### src/rtl/dmacsr_bank.sv
module dmacsr_bank #(
  parameter int NUM_CH     = 20,
  parameter int NUM_PORT   = 4,
  parameter int HW_REV     = 3,
  parameter int RST_CYCLES = 8,
  parameter int DLEN_W     = 16
) (
  input  logic                  clk,
  input  logic                  rst_n,
  input  logic                  bus_wr,
  input  logic [7:0]            bus_addr,
  input  logic [31:0]           bus_wdata,
  output logic [31:0]           bus_rdata,
  input  logic [6*NUM_CH-1:0]   ch_evt,
  output logic [NUM_CH-1:0]     ch_on,
  output logic [NUM_CH-1:0]     ch_rst,
  output logic [NUM_CH-1:0]     ch_tx,
  output logic [2*NUM_CH-1:0]   ch_weight,
  output logic                  eng_rst,
  output logic                  irq
);
  localparam int SEL_W  = $clog2(NUM_CH);
  localparam int PSEL_W = (NUM_PORT > 1) ? $clog2(NUM_PORT) : 1;
  localparam int CNT_W  = $clog2(RST_CYCLES + 1);
  localparam logic [31:0] ID_VAL = {12'(NUM_CH), 4'(NUM_PORT), 11'd0, 5'(HW_REV)};
  localparam logic [11:0] PC_MASK = 12'hF7C;

  localparam logic [7:0] A_ID = 8'h08, A_CTRL = 8'h10, A_POLL = 8'h14, A_CSEL = 8'h18,
                         A_CCTL = 8'h1C, A_DBA = 8'h20, A_DLEN = 8'h24, A_CIS = 8'h28,
                         A_CIE = 8'h2C, A_PSEL = 8'h40, A_PCTL = 8'h44, A_GIE = 8'hF4;

  logic [SEL_W-1:0]  csel;
  logic [PSEL_W-1:0] psel;
  logic [NUM_CH-1:0] on_q, rst_q, tx_q, pen_q, pdiv_q, gie_q;
  logic [1:0]        wt_q   [NUM_CH];
  logic [31:0]       dba_q  [NUM_CH];
  logic [DLEN_W-1:0] dlen_q [NUM_CH];
  logic [6:1]        sts_q  [NUM_CH];
  logic [6:1]        ie_q   [NUM_CH];
  logic [CNT_W-1:0]  cnt_q  [NUM_CH];
  logic [11:0]       pc_q   [NUM_PORT];
  logic              eng_q;

  wire glob_rst = bus_wr && bus_addr == A_CTRL && bus_wdata[0];

  function automatic logic wr_at(input logic [7:0] a);
    return bus_wr && bus_addr == a;
  endfunction

  always_ff @(posedge clk or negedge rst_n) begin
    if (!rst_n) begin
      eng_q <= 1'b0;
      csel  <= '0;
      psel  <= '0;
      on_q  <= '0; rst_q <= '0; tx_q <= '0; pen_q <= '0; pdiv_q <= '0; gie_q <= '0;
      for (int i = 0; i < NUM_CH; i++) begin
        wt_q[i] <= '0; dba_q[i] <= '0; dlen_q[i] <= '0;
        sts_q[i] <= '0; ie_q[i] <= '0; cnt_q[i] <= '0;
      end
      for (int p = 0; p < NUM_PORT; p++) pc_q[p] <= '0;
    end else if (glob_rst) begin
      eng_q <= 1'b1;
      csel  <= '0;
      psel  <= '0;
      on_q  <= '0; rst_q <= '0; tx_q <= '0; pen_q <= '0; pdiv_q <= '0; gie_q <= '0;
      for (int i = 0; i < NUM_CH; i++) begin
        wt_q[i] <= '0; dba_q[i] <= '0; dlen_q[i] <= '0;
        sts_q[i] <= '0; ie_q[i] <= '0; cnt_q[i] <= '0;
      end
      for (int p = 0; p < NUM_PORT; p++) pc_q[p] <= '0;
    end else begin
      eng_q <= 1'b0;
      if (wr_at(A_CSEL) && bus_wdata < 32'(NUM_CH)) csel <= bus_wdata[SEL_W-1:0];
      if (wr_at(A_PSEL) && bus_wdata < 32'(NUM_PORT)) psel <= bus_wdata[PSEL_W-1:0];
      if (wr_at(A_PCTL)) pc_q[psel] <= bus_wdata[11:0] & PC_MASK;
      if (wr_at(A_GIE)) gie_q <= bus_wdata[NUM_CH-1:0];
      for (int i = 0; i < NUM_CH; i++) begin
        logic sel_i, ctl_wr, start;
        logic [6:1] clr;
        sel_i  = (csel == SEL_W'(i));
        ctl_wr = sel_i && wr_at(A_CCTL);
        start  = ctl_wr && bus_wdata[1] && !rst_q[i];
        clr    = (sel_i && wr_at(A_CIS)) ? bus_wdata[6:1] : 6'd0;
        if (start) begin
          rst_q[i] <= 1'b1;
          cnt_q[i] <= CNT_W'(RST_CYCLES - 1);
        end else if (rst_q[i]) begin
          if (cnt_q[i] == '0) rst_q[i] <= 1'b0;
          else cnt_q[i] <= cnt_q[i] - 1'b1;
        end
        if (ctl_wr) begin
          tx_q[i] <= bus_wdata[8];
          wt_q[i] <= bus_wdata[17:16];
        end
        if (rst_q[i] || start) on_q[i] <= 1'b0;
        else if (ctl_wr) on_q[i] <= bus_wdata[0];
        if (rst_q[i] || start) sts_q[i] <= '0;
        else sts_q[i] <= (sts_q[i] & ~clr) | ch_evt[6*i +: 6];
        if (sel_i && wr_at(A_POLL)) begin
          pen_q[i]  <= bus_wdata[31];
          pdiv_q[i] <= bus_wdata[6];
        end
        if (sel_i && wr_at(A_DBA))  dba_q[i]  <= bus_wdata;
        if (sel_i && wr_at(A_DLEN)) dlen_q[i] <= bus_wdata[DLEN_W-1:0];
        if (sel_i && wr_at(A_CIE))  ie_q[i]   <= bus_wdata[6:1];
      end
    end
  end

  assign ch_on   = on_q;
  assign ch_rst  = rst_q;
  assign ch_tx   = tx_q;
  assign eng_rst = eng_q;

  for (genvar g = 0; g < NUM_CH; g++) begin : g_wt
    assign ch_weight[2*g +: 2] = wt_q[g];
  end

  always_comb begin
    irq = 1'b0;
    for (int i = 0; i < NUM_CH; i++)
      irq = irq | (gie_q[i] & |(sts_q[i] & ie_q[i]));
  end

  always_comb begin
    case (bus_addr)
      A_ID:    bus_rdata = ID_VAL;
      A_POLL:  bus_rdata = {pen_q[csel], 24'd0, pdiv_q[csel], 6'd0};
      A_CSEL:  bus_rdata = 32'(csel);
      A_CCTL:  bus_rdata = {14'd0, wt_q[csel], 7'd0, tx_q[csel], 6'd0, rst_q[csel], on_q[csel]};
      A_DBA:   bus_rdata = dba_q[csel];
      A_DLEN:  bus_rdata = 32'(dlen_q[csel]);
      A_CIS:   bus_rdata = {25'd0, sts_q[csel], 1'b0};
      A_CIE:   bus_rdata = {25'd0, ie_q[csel], 1'b0};
      A_PSEL:  bus_rdata = 32'(psel);
      A_PCTL:  bus_rdata = {20'd0, pc_q[psel]};
      A_GIE:   bus_rdata = 32'(gie_q);
      default: bus_rdata = 32'd0;
    endcase
  end


  sel_range_chk: assert property (@(posedge clk) disable iff (!rst_n) csel < SEL_W'(NUM_CH));

  rst_forces_off_chk: assert property (@(posedge clk) disable iff (!rst_n) (ch_rst & ch_on) == '0);

  gie_gate_chk: assert property (@(posedge clk) disable iff (!rst_n) (gie_q == '0) |-> !irq);

  eng_rst_clear_chk: assert property (@(posedge clk) disable iff (!rst_n)
                                      eng_rst |-> (ch_on == '0 && ch_rst == '0 && !irq));
endmodule

### config.mk
export PLATFORM = sky130hd
export DESIGN_NAME = dmacsr_bank
export DESIGN_NICKNAME = d
export VERILOG_FILES = /design/src/rtl/dmacsr_bank.sv
export SDC_FILE = /design/constraint.sdc
export NUM_CORES = 2
export LEC_CHECK = 0
export BUFFER_PORTS_ARGS = -buffer_cell sky130_fd_sc_hd__buf_2
export CAP_MARGIN = 20
export CORE_MARGIN = 5
export CORE_UTILIZATION = 40
export DETAILED_ROUTE_END_ITERATION = 6
export RECOVER_POWER = 50
export SLEW_MARGIN = 20
export SYNTH_ARGS = -nofsm -noshare
export SYNTH_HDL_FRONTEND = slang
export SYNTH_SLANG_ARGS = --single-unit
### constraint.sdc
create_clock -name clk -period 4.5 [get_ports clk]
set_input_delay 0.675 -clock clk [delete_from_list [all_inputs] [get_ports clk]]
set_output_delay 0.675 -clock clk [all_outputs]
set_load 0.02 [all_outputs]
==> metrics <==
Critical Path Fanout Max=26; sequential cell fraction of total power=46.8%; antenna violations before repair=10; Slew headroom=-105.7%; GR Overflow Total=0; fin crit share=99.59%; commonest cells after routing, fill and taps aside=nand2_1, dfrtp_1, a21oi_1; fin cells=10,296; Worst R2R Start=csel[2]$_DFFE_PN0P_; vias after detailed routing=62,899; total wire length=282.3 mm; Peak VDD IR=0.2821 mV; placed insts=9,963; syn avg cell area=9.453 sq um; DRC violations left=4; htree depth=4; die width=437.5 um; # Max-Cap Violations=10; number of synthesized flops with an enable pin=0; Layout Cell Area excl Fill=82,940 sq um; clock share of power=44.0%; Synth-to-Final Area Change=13.47%; first-pass GRT wire length=416.5 mm; number of distinct library cells after synthesis=76; num rows=156; internal power=22,870 uW; post-synthesis simple-gate area fraction=17.39%; FF+latch count, synth=1,484; Post-DRT Antenna Nets=0; Syn Nets=7,915; Synth Cell Area=73,090 sq um; IO Pins=297; min-delay src=ch_evt[35]; Inserted Clock Buffers=160; CTS clk-pin slew, worst paths=0.07 ns; Tmin final=4.481 ns; largest family of logic cells by synthesized area=simple AND/OR/NAND/NOR gates; Core Footprint=181,300 sq um; post-synthesis adder-cell area fraction=0.3424%; asr flop ratio synth=100.0%; LEAKAGE=0.03435 uW; Logic pwr share=9.2%; final hold violation count=0; hold crit path type=primary input to flip-flop; xor/xnor share of the synthesized area=0%; Total GRT Usage=28.89%; Required @ worst endpoint=3.83 ns; R2R Path End=dlen_q[80]$_DFFE_PN0P_; DR WL/cell=27.42 um; hold path endpoint=sts_q[89]$_DFF_PN0_; port bufs=296; GP Congestion=0.9545; Initial Utilization=40.31%; drt first pass iters=7; Seq/Total Area, Yosys=50.81%; CP arrival=3.81 ns; area post-placement=77,160 sq um; CTS tree=built; max-slew violations=785; multiplexer share of the synthesized area=12.63%; # clock sinks=1,484; outcome=complete, but fails checks; largest net degree at the start of global routing=164; Layout Skew=0.02491 ns; maximum clock path buffer count=3; Final setup viols=0; commonest non-fill, non-tap cell in the layout=nand2_1; Synth warnings=0; Die Y-Extent=437.5 um; r2r setup slk=0.97 ns; CP Capture Type=primary output; startpoint types=flip-flop; switching pwr=8498 uW; die area=191,400 sq um; fin nets=7,967; Via density=6.109; sw frac=27.09%; number of global-route vias before repair=60,827; Gate Count Post-Synth=7,732; R2R cell count=6; initial DRC count=8,099; slew of the pin with the lowest slew margin=3.085 ns; failing checks=design-rule violations, max-capacitance violations, max-slew violations; Crit Path Category=flip-flop to primary output; P per Cell Area=378.1 nW/um^2; Root Buffer=clkbuf_16; Hold Path Stages=3; hpwl dp=179.1 mm; Fmax=0.2231 GHz; ys flop type=dfrtp_1; clk_lat worst skew=0.85 ns; Synth Area in Compound Gates=14.32%; layout cell share with drive strength beyond 1=16.33%
## what timing repair did
item / 4_1_cts / 5_1_grt
buffers inserted: 18 / 8
gates cloned: 1 / 1
pin swaps: 2 / 3
endpoints found under the setup margin: 27 / 17
resized for setup: 18 / 21
hold buffers: 1 / 0
hold endpoints to repair: 38 / 0
## cells by family (layout without fill, tap and decap cells)
kind of cell,Yosys count,count (layout)
buffers and inverters,739,926
flip-flops,1484,1484
other,0,7
AND/OR/NAND/NOR,3111,3111
adder cells (fa/ha/maj),20,20
AO/OA/AOI/OAI,1926,1926
multiplexers,452,452
## state kept, by name (all words and copies together) (netlist names), 36 cells and up
register,flops
pc_q,36
ie_q,120
sts_q,120
cnt_q,80
ch_weight,40
dba_q,640
dlen_q,320
## metal layers
| metal | routed length [um] | vias up | GRT usage, % |
|---|---|---|---|
| met2 | 126700 | 3520 | 43.76 |
| met3 | 28720 | 752 | 6.485 |
| met4 | 18090 | 2 | 15.97 |
| met5 | 13 | - | 0 |
| li1 | - | 26743 | - |
| met1 | 108800 | 31882 | 38.69 |
## final cells by class
cell class | count | area, sq um
diodes | 7 | 17.52
clock buffers | 238 | 4671
clock inverters | 59 | 772.0
inverters | 54 | 202.7
repair buffers | 575 | 4146
multi-input cells | 5509 | 33020
well taps | 2370 | 2965
fillers | 16973 | 98390
flip-flops and latches | 1484 | 37150
## synth_stat cells, drive strengths merged, types with 7 or more instances
cell / number / share of area, %
a211oi: 16 / 0.16
a21oi: 1366 / 9.4
a221oi: 8 / 0.096
a22o: 16 / 0.19
a22oi: 126 / 1.3
a311oi: 21 / 0.25
a31oi: 19 / 0.16
a32oi: 7 / 0.084
and2: 19 / 0.16
buf: 268 / 2.1
clkbuf: 417 / 2.1
dfrtp: 1484 / 51
ha: 20 / 0.34
inv: 53 / 0.27
mux2i: 75 / 1.0
mux4: 376 / 12
nand2: 2400 / 12
nand2b: 20 / 0.17
nand3: 121 / 0.87
nand4: 7 / 0.080
nor2: 384 / 2.2
nor2b: 8 / 0.068
nor3: 69 / 0.52
nor4: 15 / 0.14
o21a: 7 / 0.072
o21ai: 272 / 1.9
o22a: 7 / 0.084
o22ai: 11 / 0.094
o31ai: 21 / 0.26
or2: 8 / 0.068
or3: 22 / 0.19
or4: 13 / 0.15
## stage by stage
stage	utilization [%]	total power (uW)	hold WS (ns)	setup TNS, ns	setup WS [ns]
final	45.74	31360	0.05027	0	0.01867
after global placement	42.55	17630	0.4688	0	0.3649
after detailed placement	42.55	17720	0.4727	0	0.3331
after global routing	45.74	32310	0.03262	-0.002923	-0.001526
after floorplan	-	16270	0.3794	0	1.367
after CTS	45.73	31430	0.01154	0	0.001120
## worst max path at each step
stage	from	end	slack, ns
floorplan	bus_addr[4]	bus_rdata[11]	1.37
global placement	csel[0]$_DFFE_PN0P_	bus_rdata[0]	0.36
detailed placement	csel[0]$_DFFE_PN0P_	bus_rdata[0]	0.33
CTS	csel[0]$_DFFE_PN0P_	bus_rdata[4]	0.001
global route	csel[0]$_DFFE_PN0P_	bus_rdata[15]	-0.002
finish	csel[0]$_DFFE_PN0P_	bus_rdata[0]	0.02
## critical path, cell delays in order, from the launching register on
cell and delay [ns]:
dfrtp_4 0.44, buf_12 0.16, buf_12 0.22, buf_4 0.25
mux4_2 0.62, a211oi_1 0.72, nand3_4 0.27, buf_2 0.25
## power by group through the flow
stage,Sequential (uW),Clock [uW],Combinational (uW)
finish,14700,13800,2890
global route,14700,14400,3150
CTS,14600,13900,2870
detailed placement,14900,0,2830
global placement,14900,0,2750
floorplan,14600,0,1640
Power figures use the tool's default switching activity.
